### src/rtl/irq_pkg.sv
package irq_pkg;
    typedef enum logic [3:0] {
        SQ_IDLE,
        SQ_C1_T1, SQ_C1_T2, SQ_C1_T3, SQ_C1_T4,
        SQ_C2_T1, SQ_C2_T2, SQ_C2_T3, SQ_C2_T4,
        SQ_VEC
    } sq_state_t;
endpackage

### src/rtl/irq_nmi_catch.sv
module irq_nmi_catch #(
    parameter int SYNC_STAGES = 2
) (
    input  logic clk,
    input  logic rst_n,
    input  logic nmi_async,
    input  logic clear_i,
    output logic pend_o
);
    localparam int LAST = SYNC_STAGES - 1;

    logic [SYNC_STAGES-1:0] chain;
    logic                   prev_q;
    logic                   rise;

    always_ff @(posedge clk) begin
        if (!rst_n) chain[0] <= 1'b0;
        else        chain[0] <= nmi_async;
    end

    for (genvar g = 1; g < SYNC_STAGES; g++) begin : g_sync
        always_ff @(posedge clk) begin
            if (!rst_n) chain[g] <= 1'b0;
            else        chain[g] <= chain[g-1];
        end
    end

    assign rise = chain[LAST] & ~prev_q;

    always_ff @(posedge clk) begin
        if (!rst_n) begin
            prev_q <= 1'b0;
            pend_o <= 1'b0;
        end else begin
            prev_q <= chain[LAST];
            // a fresh edge wins over the clear, so service can re-arm
            pend_o <= rise | (pend_o & ~clear_i);
        end
    end


    rearm_chk: assert property (@(posedge clk) disable iff (!rst_n)
        rise |=> pend_o);

    clear_chk: assert property (@(posedge clk) disable iff (!rst_n)
        (clear_i && !rise) |=> !pend_o);
endmodule

### src/rtl/irq_level_sample.sv
module irq_level_sample (
    input  logic clk,
    input  logic rst_n,
    input  logic lvl_i,
    output logic lvl_q_o
);
    always_ff @(posedge clk) begin
        if (!rst_n) lvl_q_o <= 1'b0;
        else        lvl_q_o <= lvl_i;
    end
endmodule

### src/rtl/irq_ack_seq.sv
module irq_ack_seq
    import irq_pkg::*;
#(
    parameter int TYPE_W   = 8,
    parameter int NMI_TYPE = 2,
    localparam int VEC_W   = TYPE_W + 2
) (
    input  logic              clk,
    input  logic              rst_n,
    input  logic              boundary_i,
    input  logic              nmi_pend_i,
    input  logic              intr_lvl_i,
    input  logic              ien_i,
    input  logic              tick_i,
    input  logic [TYPE_W-1:0] ack_data_i,
    output logic              nmi_take_o,
    output logic              take_o,
    output logic [VEC_W-1:0]  vec_o,
    output logic              ien_clr_o,
    output logic              ien_save_o,
    output logic              inta_o,
    output logic              lock_o,
    output logic              hold_blk_o
);
    localparam logic [VEC_W-1:0] NMI_VEC = VEC_W'(NMI_TYPE * 4);

    sq_state_t state, nxt;
    logic      take_int;
    logic      src_nmi_q;
    logic      clr_q;

    assign nmi_take_o = (state == SQ_IDLE) && boundary_i && nmi_pend_i;
    assign take_int   = (state == SQ_IDLE) && boundary_i && !nmi_pend_i
                        && intr_lvl_i && ien_i;

    always_comb begin
        nxt = state;
        unique case (state)
            SQ_IDLE: begin
                if (nmi_take_o)    nxt = SQ_VEC;
                else if (take_int) nxt = SQ_C1_T1;
            end
            SQ_C1_T1: if (tick_i) nxt = SQ_C1_T2;
            SQ_C1_T2: if (tick_i) nxt = SQ_C1_T3;
            SQ_C1_T3: if (tick_i) nxt = SQ_C1_T4;
            SQ_C1_T4: if (tick_i) nxt = SQ_C2_T1;
            SQ_C2_T1: if (tick_i) nxt = SQ_C2_T2;
            SQ_C2_T2: if (tick_i) nxt = SQ_C2_T3;
            SQ_C2_T3: if (tick_i) nxt = SQ_C2_T4;
            SQ_C2_T4: if (tick_i) nxt = SQ_VEC;
            SQ_VEC:               nxt = SQ_IDLE;
            default:              nxt = SQ_IDLE;
        endcase
    end

    always_ff @(posedge clk) begin
        if (!rst_n) begin
            state      <= SQ_IDLE;
            vec_o      <= '0;
            src_nmi_q  <= 1'b0;
            clr_q      <= 1'b0;
            ien_save_o <= 1'b0;
        end else begin
            state <= nxt;
            clr_q <= nmi_take_o | take_int;
            if (nmi_take_o | take_int) ien_save_o <= ien_i;
            if (nmi_take_o) begin
                vec_o     <= NMI_VEC;
                src_nmi_q <= 1'b1;
            end else if (take_int) begin
                src_nmi_q <= 1'b0;
            end
            if (state == SQ_C2_T3 && tick_i) vec_o <= {ack_data_i, 2'b00};
        end
    end

    always_comb begin
        take_o     = 1'b0;
        inta_o     = 1'b0;
        lock_o     = 1'b0;
        hold_blk_o = 1'b0;
        unique case (state)
            SQ_IDLE: ;
            SQ_C1_T1: hold_blk_o = 1'b1;
            SQ_C1_T2, SQ_C1_T3: begin
                hold_blk_o = 1'b1; lock_o = 1'b1; inta_o = 1'b1;
            end
            SQ_C1_T4, SQ_C2_T1: begin
                hold_blk_o = 1'b1; lock_o = 1'b1;
            end
            SQ_C2_T2, SQ_C2_T3: begin
                hold_blk_o = 1'b1; inta_o = 1'b1;
            end
            SQ_C2_T4: hold_blk_o = 1'b1;
            SQ_VEC:   take_o = 1'b1;
            default: ;
        endcase
    end

    assign ien_clr_o = clr_q;


    lock_in_hold_chk: assert property (@(posedge clk) disable iff (!rst_n)
        lock_o |-> hold_blk_o);

    lock_release_chk: assert property (@(posedge clk) disable iff (!rst_n)
        $fell(lock_o) |-> state == SQ_C2_T2);

    inta_in_hold_chk: assert property (@(posedge clk) disable iff (!rst_n)
        inta_o |-> hold_blk_o);

    take_pulse_chk: assert property (@(posedge clk) disable iff (!rst_n)
        take_o |=> !take_o);

    nmi_vec_chk: assert property (@(posedge clk) disable iff (!rst_n)
        (take_o && src_nmi_q) |-> vec_o == NMI_VEC);

    clr_pulse_chk: assert property (@(posedge clk) disable iff (!rst_n)
        ien_clr_o |=> !ien_clr_o);

    busy_ignore_chk: assert property (@(posedge clk) disable iff (!rst_n)
        (state != SQ_IDLE && state != SQ_VEC && !tick_i) |=> $stable(state));
endmodule

### src/rtl/irq_arbiter.sv
module irq_arbiter #(
    parameter int TYPE_W      = 8,
    parameter int NMI_TYPE    = 2,
    parameter int SYNC_STAGES = 2,
    localparam int VEC_W      = TYPE_W + 2
) (
    input  logic              clk,
    input  logic              rst_n,
    input  logic              nmi_i,
    input  logic              intr_i,
    input  logic              ien_i,
    input  logic              boundary_i,
    input  logic              bus_tick_i,
    input  logic [TYPE_W-1:0] ack_data_i,
    output logic              take_o,
    output logic [VEC_W-1:0]  vec_o,
    output logic              ien_clr_o,
    output logic              ien_save_o,
    output logic              inta_o,
    output logic              lock_o,
    output logic              hold_blk_o
);
    logic nmi_pend, nmi_take, intr_lvl;

    irq_nmi_catch #(.SYNC_STAGES(SYNC_STAGES)) u_nmi (
        .clk(clk), .rst_n(rst_n), .nmi_async(nmi_i),
        .clear_i(nmi_take), .pend_o(nmi_pend)
    );

    irq_level_sample u_lvl (
        .clk(clk), .rst_n(rst_n), .lvl_i(intr_i), .lvl_q_o(intr_lvl)
    );

    irq_ack_seq #(.TYPE_W(TYPE_W), .NMI_TYPE(NMI_TYPE)) u_seq (
        .clk(clk), .rst_n(rst_n), .boundary_i(boundary_i),
        .nmi_pend_i(nmi_pend), .intr_lvl_i(intr_lvl), .ien_i(ien_i),
        .tick_i(bus_tick_i), .ack_data_i(ack_data_i),
        .nmi_take_o(nmi_take), .take_o(take_o), .vec_o(vec_o),
        .ien_clr_o(ien_clr_o), .ien_save_o(ien_save_o),
        .inta_o(inta_o), .lock_o(lock_o), .hold_blk_o(hold_blk_o)
    );
endmodule

### config.mk
export PLATFORM = sky130hd
export DESIGN_NAME = irq_arbiter
export DESIGN_NICKNAME = d
export VERILOG_FILES = /design/src/rtl/irq_pkg.sv /design/src/rtl/irq_nmi_catch.sv /design/src/rtl/irq_level_sample.sv /design/src/rtl/irq_ack_seq.sv /design/src/rtl/irq_arbiter.sv
export SDC_FILE = /design/constraint.sdc
export NUM_CORES = 1
export LEC_CHECK = 0
export ABC_AREA = 0
export BUFFER_PORTS_ARGS = -buffer_cell sky130_fd_sc_hd__clkbuf_2
export CORE_UTILIZATION = 40
export CTS_CLUSTER_DIAMETER = 60
export DETAILED_ROUTE_END_ITERATION = 16
export GPL_TIMING_DRIVEN = 0
export PLACE_DENSITY = 0.69
export SLEW_MARGIN = 20
export SYNTH_ARGS = -nofsm -noshare
export SYNTH_HDL_FRONTEND = slang
export SYNTH_SLANG_ARGS = --single-unit
### constraint.sdc
create_clock -name clk -period 1.4 [get_ports clk]
set_clock_uncertainty 0.05 [all_clocks]
set_input_delay 0.14 -clock clk [delete_from_list [all_inputs] [get_ports clk]]
set_output_delay 0.14 -clock clk [all_outputs]
set_load 0.005 [all_outputs]
==> results.toml, run 1 <==
[status]
outcome = "complete, no violations"

[detailed_routing]
routed_wl_um = 1970
vias = 822
routedWlPerCell_um = 12.3
first_pass_iters = 4
first_iter_violations = 7
ant_nets = 0
drc = 0
routed_via_density = 5.14

[sta]
fin_crit_ps = 1350
finalSetupViolCount = 0
maxSlewViolCount = 0
hold_violations = 0
rsz0062_at_grt = "yes"
setup_ws_ps = 49.7
fmax_mhz = 741
post-route-period-util_pct = 96.4
timing.hold.ws_ps = 10.3
tns_ps = 0

[placement]
dp_hpwl_um = 1400
gp_congestion = 0.703
dp_slack_ps = -71.9
io_buffers = 27
dpl_cell_area_sq_um = 1080

[run]
maxCapViolations = 0

[setup_path]
end_kind = "output port"
critPathTopFamily = "flip-flops"
start_kind = "flip-flop"
crit_buf_inv = 2
cp.required_ps = 1210
crit_chain = "buf_4 > xnor2_1 > nor2_1 > clkbuf_2"
worst_path_max_delay_cell = "dfxtp_4"
arrival_ps = 1160
r2r_slack_ps = 70
worstPathMaxFanout = 6
max_stage_delay_ps = 390
path_class = "reg -> out"

[global_route]
grt_max_degree = 12
antenna_found_initial = 0
first_global_vias = 817
grt_pass1_wl_um = 3480
grt_usage_pct = 18.8
overflow = 0

[finish]
areaGrowthSynthToFinish_pct = 29.2
fin_area_sq_um = 1170
fin_nets = 149
n_fill_cell = 194
final_layout_size_suffix_gt1_share_pct = 37.6
final_cell_mix = "clkbuf_2 (27), dfxtp_1 (16), buf_4 (8)"
diodes = 0
final_common_cell = "clkbuf_2"

[clock_tree]
cts.sinks = 19
root_buffer = "clkbuf_4"
clockBufferDepth = 2
cts_tree = "yes"
cts_htree_levels = 1
clk_pin_slew_worst_paths_ps = 110
cts_buffers = 3
clk_latency_ps = 300

[synth]
yosysSeqAreaShare_pct = 42.1
syn_avg_cell_area_sq_um = 9.31
synth.area.top_cells = "dfxtp_1 (42%), o31ai_1 (5.8%), buf_6 (5.0%), nand4_1 (4.8%), and2_1 (3.5%)"
netlist.area_leader.share_pct = 42.1
ys_types = 34
yosysWarnings = 0
ys_seq_elements = 19
yosysTopAreaCell = "dfxtp_1"
synth_cells = 97
netlist_area_sq_um = 903

[pwr]
ir_drop_v = 0.000428
powerDensity_nw_per_um2 = 842
p_leak_uw = 0.000546

[floorplanning]
start_util_pct = 44.2
core_area_sq_um = 2040
boundaryPins = 31
die_y_um = 49.5
die_area_sq_um = 2450
rows = 16
fp.dieW_um = 49.5

[hold_path]
hp-class = "in -> reg"
[kinds of logic (layout without fill, tap and decap cells)]
family	after synthesis	in the layout	synth area share, %
flops	19	19	42.1
buf+inv	13	48	9.83
xor+xnor	4	4	3.88
simple gates	39	39	25.5
other cells	1	2	0.415
compound gates	21	21	18.3
[registers in the layout, summed over array words and instances, names as in the netlist]
signal,count
u_seq.vec_o,8
u_seq.ien_save_o,1
u_seq.ien_clr_o,1
u_seq.state,4
u_nmi.pend_o,1
u_nmi.prev_q,1
u_nmi.chain,2
u_lvl.lvl_q_o,1
[layer usage]
layer	up-vias	routed length, um	part of all wire, %	GRT usage, %
met5	-	0	0	0
met4	0	46	2.3	10.0
met3	5	84	4.3	3.70
met2	27	920	47	31.1
met1	377	916	47	22.8
li1	413	-	-	-
[final timing paths]
kind	end	cells past startpoint	from
setup reg to reg	u_seq.vec_o[3]$_SDFFE_PN0P_	4	u_seq.state[2]$_SDFFE_PN0P_
setup / recovery	lock_o	4	u_seq.state[1]$_SDFFE_PN0P_
hold reg to reg	u_nmi.chain[1]$_SDFF_PN0_	1	u_nmi.chain[0]$_SDFF_PN0_
hold / removal	u_seq.vec_o[6]$_SDFFE_PN0P_	3	ack_data_i[4]
[cells in the mapped netlist]
library cell	instances
dfxtp_1	19
nand2_1	7
nand4_1	7
o31ai_1	7
and2_1	5
nor2_1	5
buf_6	4
clkbuf_1	4
a21boi_0	3
and3_1	3
nor2b_1	3
xnor2_1	3
a21o_1	2
buf_2	2
buf_4	2
o21a_1	2
o311a_1	2
a2111oi_0	1
a22o_1	1
a31o_2	1
and2_4	1
and3b_1	1
and4_1	1
conb_1	1
inv_1	1
nand2b_1	1
nand3_1	1
nand3b_1	1
nor3_1	1
nor3b_2	1
nor4bb_1	1
o2111ai_1	1
o21ai_0	1
xor2_1	1
[worst reg2reg max path, delay by kind of cell, from the launching register on]
kind	cells	cell delay, ps
AO/OA/AOI/OAI	1	330
AND/OR/NAND/NOR	2	250
buffers and inverters	1	170
flip-flops	1	430
[stage by stage]
stage / power, uW / utilization (%) / cells
2_1_floorplan: 648 / - / 98
3_3_place_gp: 690 / 52.7 / 152
3_5_place_dp: 693 / 52.7 / 152
4_1_cts: 984 / 55.9 / 157
5_1_grt: 1030 / 57.2 / 160
6_report: 983 / 57.2 / 160
[repair_timing]
item / 4_1_cts / 5_1_grt
endpoints found under the hold margin: 2 / 0
endpoints found under the setup margin: 12 / 11
resized for setup: 11 / 5
pin swaps: 1 / 3
hold buffers: 2 / 0
setup buffers: 1 / 4
[report_power, final]
group          total (uW)  internal (uW)  switching [uW]
sequential            567            552            15.1
combinational         136           75.6            60.1
clock                 281            107             174
total                 983            734             250
[cell type report]
cell class	count	area (sq um)	area share (%)
Multi-Input combinational cell	66	460	39.4
Sequential cell	19	392	33.5
Timing Repair Buffer	34	193	16.5
Buffer	9	57.6	4.93
Tap cell	27	33.8	2.89
Clock buffer	3	22.5	1.93
Clock inverter	1	5.00	0.429
Inverter	1	3.75	0.322
Power figures use the tool's default switching activity.
==> inputs of run 2 (changes only) <==
--- a/config.mk
+++ b/config.mk
@@ -7,6 +7,7 @@
 export LEC_CHECK = 0
 export ABC_AREA = 0
 export BUFFER_PORTS_ARGS = -buffer_cell sky130_fd_sc_hd__clkbuf_2
+export CORE_MARGIN = 2
 export CORE_UTILIZATION = 40
 export CTS_CLUSTER_DIAMETER = 60
 export DETAILED_ROUTE_END_ITERATION = 16
==> constraint.sdc (replaced) <==
create_clock -name clk -period 1.4 [get_ports clk]
set_clock_uncertainty 0.05 [all_clocks]
set_input_delay 0.14 -clock clk [delete_from_list [all_inputs] [get_ports clk]]
set_output_delay 0.14 -clock clk [all_outputs]
set_load 0.1 [all_outputs]
==> results.toml, run 2 (synthesis gave the netlist of run 1 again) <==
[floorplanning]
die_area_sq_um = 2650
boundaryPins = 31
core_area_sq_um = 2170
die_y_um = 51.5
start_util_pct = 41.6
rows = 17
fp.dieW_um = 51.5

[setup_path]
worstPathMaxFanout = 6
end_kind = "output port"
cp.required_ps = 1210
path_class = "reg -> out"
arrival_ps = 1350
start_kind = "flip-flop"

[global_route]
antenna_found_initial = 0
grt_max_degree = 11
grt_pass1_wl_um = 3550
first_global_vias = 793
grt_usage_pct = 17.7
overflow = 0

[finish]
final_layout_size_suffix_gt1_share_pct = 50.4
final_util_pct = 65.6
largest_register_ffs = 8
final_cell_mix = "clkbuf_2 (23), buf_4 (14), dfxtp_1 (14)"
final_common_cell = "clkbuf_2"
diodes = 0
areaGrowthSynthToFinish_pct = 57.6
top_regs = "u_seq.vec_o: 8 flops, u_seq.state: 4 flops, u_nmi.chain: 2 flops"
regMostFlops = "u_seq.vec_o"
fin_nets = 157

[sta]
rsz0062_at_grt = "yes"
finalSetupViolCount = 6
post-route-period-util_pct = 110
tightestPinTransition_ps = 541
setup_ws_ps = -136
fmax_mhz = 651
hold_violations = 0
timing.hold.ws_ps = 37.4
fin_crit_ps = 1540
max_slew_margin_pct = 64.1
maxSlewViolCount = 0

[clock_tree]
cts_htree_levels = 1
clockBufferDepth = 2
cts.sinks = 19
clk_pin_slew_worst_paths_ps = 110
root_buffer = "clkbuf_4"
clk_latency_ps = 290
cts_buffers = 3
cts_tree = "yes"

[detailed_routing]
routedWlPerCell_um = 13.3
routed_wl_um = 2240
ant_nets = 0
first_pass_iters = 5
first_iter_violations = 15
drc = 0
vias = 866
routed_via_density = 5.12

[pwr]
power_uw = 1150
ir_drop_v = 0.000453
powerDensity_nw_per_um2 = 806
p_leak_uw = 0.000649

[status]
violations = "negative setup slack"
outcome = "finished with violations"

[hold_path]
hp-class = "in -> reg"

[placement]
gp_congestion = 0.808
io_buffers = 27
dp_hpwl_um = 1350

[run]
maxCapViolations = 0
[run 2: changes by cell type in the layout (fill, tap and decap cells not counted), moves of 2 or more]
| cell | delta |
|---|---|
| clkbuf_2 | -4 |
| o31ai_2 | +3 |
| o31ai_1 | -5 |
| buf_12 | +2 |
| nor2_1 | -3 |
| clkbuf_16 | +3 |
| o31ai_4 | +2 |
| dfxtp_2 | +2 |
| buf_8 | +2 |
| buf_4 | +6 |
| dfxtp_1 | -2 |
| nor2_2 | +3 |
[run 2: timing repair]
action                                  in CTS  in global routing
hold endpoints to repair                     2                  0
buffers inserted                             8                  5
gates resized for setup                     28                 18
pin swaps                                    3                  1
hold buffers                                 2                  0
endpoints found under the setup margin      13                 13
[run 2: metrics by stage]
step                      cell area, sq um  setup TNS, ps  setup slack, ps  std cells
after floorplan                        933           -715             -180         98
after global placement                1100          -1060             -460        153
after detailed placement              1100          -1330             -529        153
after CTS                             1310           -237             -155        164
after global routing                  1420           -889             -195        169
final                                 1420           -361             -136        169
[run 2: per-layer routing]
metal	track usage [%]	wire (um)
met5	0	0
met1	21.9	968
met4	5.26	0
met2	31.6	1170
met3	2.87	101
[run 2: path summary, 6_finish.rpt]
path | start | endpoint | slack [ps] | cells after the start
min | ack_data_i[5] | u_seq.vec_o[7]$_SDFFE_PN0P_ | 40 | 3
max reg2reg | u_seq.state[1]$_SDFFE_PN0P_ | u_seq.vec_o[3]$_SDFFE_PN0P_ | -40 | 5
min reg2reg | u_nmi.chain[0]$_SDFF_PN0_ | u_nmi.chain[1]$_SDFF_PN0_ | 390 | 1
max | u_seq.state[1]$_SDFFE_PN0P_ | hold_blk_o | -140 | 3
[run 2: cell type report]
| type | count | area [sq um] |
|---|---|---|
| Buffer | 9 | 78.8 |
| Fill cell | 201 | 746 |
| Timing Repair Buffer | 42 | 340 |
| Multi-Input combinational cell | 66 | 546 |
| Tap cell | 28 | 35.0 |
| Inverter | 1 | 3.75 |
| Clock buffer | 4 | 26.3 |
| Sequential cell | 19 | 394 |
[run 2: power breakdown]
| group | internal (uW) | switching [uW] |
|---|---|---|
| clock network | 111 | 162 |
| logic | 130 | 180 |
| registers | 552 | 13.6 |
| total | 792 | 355 |
[run 2: worst max-delay path: stages (launching register included)]
cell and delay, ps:
dfxtp_4 390, nor3_4 290, xnor2_4 160, clkbuf_16 220
==> inputs of run 3 (changes only) <==
==> constraint.sdc (replaced) <==
create_clock -name clk -period 1.4 [get_ports clk]
set_clock_uncertainty 0.05 [all_clocks]
set_input_delay 0.14 -clock clk [delete_from_list [all_inputs] [get_ports clk]]
set_output_delay 0.14 -clock clk [all_outputs]
set_load 0.01 [all_outputs]
==> results.toml, run 3 (synthesis gave the netlist of run 1 again) <==
[pwr]
p_switching_uw = 259
clkPwrFrac_pct = 28.2
ir_drop_v = 0.000501
internal_power_uw = 737
p_leak_uw = 0.000543
switching_share_pct = 26.0
power_frac_comb_pct = 14.8
powerDensity_nw_per_um2 = 855
pwr-share-seq_pct = 57.0

[detailed_routing]
first_iter_violations = 16
first_pass_iters = 4
ant_nets = 0
drc = 0
routedWlPerCell_um = 13.1
routed_wl_um = 2100
vias = 800
routed_via_density = 5.00

[clock_tree]
clk_pin_slew_worst_paths_ps = 110
cts_htree_levels = 1
clockBufferDepth = 2
clk_latency_ps = 300
root_buffer = "clkbuf_4"
cts_tree = "yes"
cts_buffers = 3
cts.sinks = 19

[hold_path]
hold_end = "u_seq.vec_o[5]$_SDFFE_PN0P_"
whs_path_depth = 3
hp-class = "in -> reg"
worstHoldStart = "ack_data_i[3]"

[finish]
final_cell_mix = "clkbuf_2 (25), dfxtp_1 (16), nand2_1 (7), nand4_1 (7), buf_4 (7)"
final_layout_size_suffix_gt1_share_pct = 38.6
largest_register_ffs = 8
fin_area_sq_um = 1160
final_common_cell = "clkbuf_2"
areaGrowthSynthToFinish_pct = 28.9
regMostFlops = "u_seq.vec_o"
stdcell_count = 160
final_util_pct = 53.7
fin_nets = 148
diodes = 0
top_regs = "u_seq.vec_o: 8 flops, u_seq.state: 4 flops, u_nmi.chain: 2 flops"

[global_route]
overflow = 0
grt_usage_pct = 16.8
grt_max_degree = 12
grt-busiest-layer = "met2"
grtUsageMet1_pct = 20.6
antenna_found_initial = 0
met3_usage_pct = 3.16
gr-usage-met2_pct = 27.8
first_global_vias = 751
grt_pass1_wl_um = 3330

[sta]
finalSetupViolCount = 0
fmax_mhz = 723
hold_violations = 0
post-route-period-util_pct = 98.7
maxSlewViolCount = 0
setup_ws_ps = 17.8
rsz0062_at_grt = "yes"
fin_crit_ps = 1380

[setup_path]
start_kind = "flip-flop"
r2r_slack_ps = 30
crit_chain = "nor3_4 > xnor2_1 > buf_2"
worstPathMaxFanout = 6
end_kind = "output port"
rr_endpoint = "u_seq.state[3]$_SDFFE_PN0P_"
arrival_ps = 1190
cp.required_ps = 1210
worst_path_max_delay_cell = "dfxtp_4"
max_stage_delay_ps = 390
rr_startpoint = "u_seq.state[2]$_SDFFE_PN0P_"
critPathTopFamily = "flip-flops"
reg2reg_depth = 5
crit_buf_inv = 1
path_class = "reg -> out"

[run]
maxCapViolations = 0

[placement]
dp_slack_ps = -62.5
dp_hpwl_um = 1440
dpl_cell_area_sq_um = 1080
gp_congestion = 0.789
io_buffers = 27
dp.cells = 153

[status]
outcome = "complete, no violations"

[floorplanning]
die_area_sq_um = 2650
boundaryPins = 31
die_y_um = 51.5
start_util_pct = 41.6
fp.dieW_um = 51.5
core_area_sq_um = 2170
rows = 17
-- run 3: cell types whose count changed in the layout (fill, tap and decap cells not counted), sizes merged --
cell         before  now
clkinv            0    1
buf              20   12
clkbuf           33   32
dlygate4sd3       2    1
-- run 3: power groups by stage --
stage | clock network [uW] | logic, uW | registers, uW
after floorplan | 0 | 77.5 | 575
after global placement | 0 | 120 | 575
after detailed placement | 0 | 124 | 576
after CTS | 293 | 127 | 568
after global routing | 317 | 161 | 570
final | 281 | 148 | 567
-- run 3: worst max path at each step --
stage / startpoint / endpoint / cells past startpoint
3_3_place_gp: u_seq.state[1]$_SDFFE_PN0P_ / u_seq.vec_o[3]$_SDFFE_PN0P_ / 6
5_1_grt: u_seq.state[1]$_SDFFE_PN0P_ / hold_blk_o / 3
6_report: u_seq.state[1]$_SDFFE_PN0P_ / hold_blk_o / 3
2_1_floorplan: u_seq.state[1]$_SDFFE_PN0P_ / u_seq.vec_o[3]$_SDFFE_PN0P_ / 6
3_5_place_dp: u_seq.state[1]$_SDFFE_PN0P_ / u_seq.vec_o[3]$_SDFFE_PN0P_ / 6
4_1_cts: u_seq.state[0]$_SDFFE_PN0P_ / hold_blk_o / 3
-- run 3: final cells by class --
class                      instances  area (sq um)
multi-input combinational         66           463
tap                               28          35.0
fill                             223          1000
sequential                        19           392
timing repair buffer              34           194
clock inverter                     1          5.00
inverter                           1          3.75
buffer                             8          50.0
clock buffer                       3          22.5
-- run 3: metal layers --
metal	part of all wire (%)	up-vias
met2	52	20
met5	0	-
met1	42	361
met4	1.7	0
met3	4.2	4
li1	-	415
-- run 3: metrics by stage --
stage	TNS (ps)	hold slack, ps	total power (uW)
after floorplan	-16.1	217	653
after global placement	-49.2	297	695
after detailed placement	-75.3	300	700
after CTS	-39.0	8.71	988
after global routing	-81.8	11.4	1050
final	0	15.9	996
-- run 3: tightest hold or removal path: stages --
cell      delay, ps
clkbuf_2         80
nand4_1          60
o31ai_1          60
-- run 3: what timing repair did --
action	4_1_cts	5_1_grt
hold buffers	1	0
resized for setup	7	11
endpoints found under the setup margin	14	13
endpoints found under the hold margin	1	0
pin swaps	0	5
setup buffers	2	4
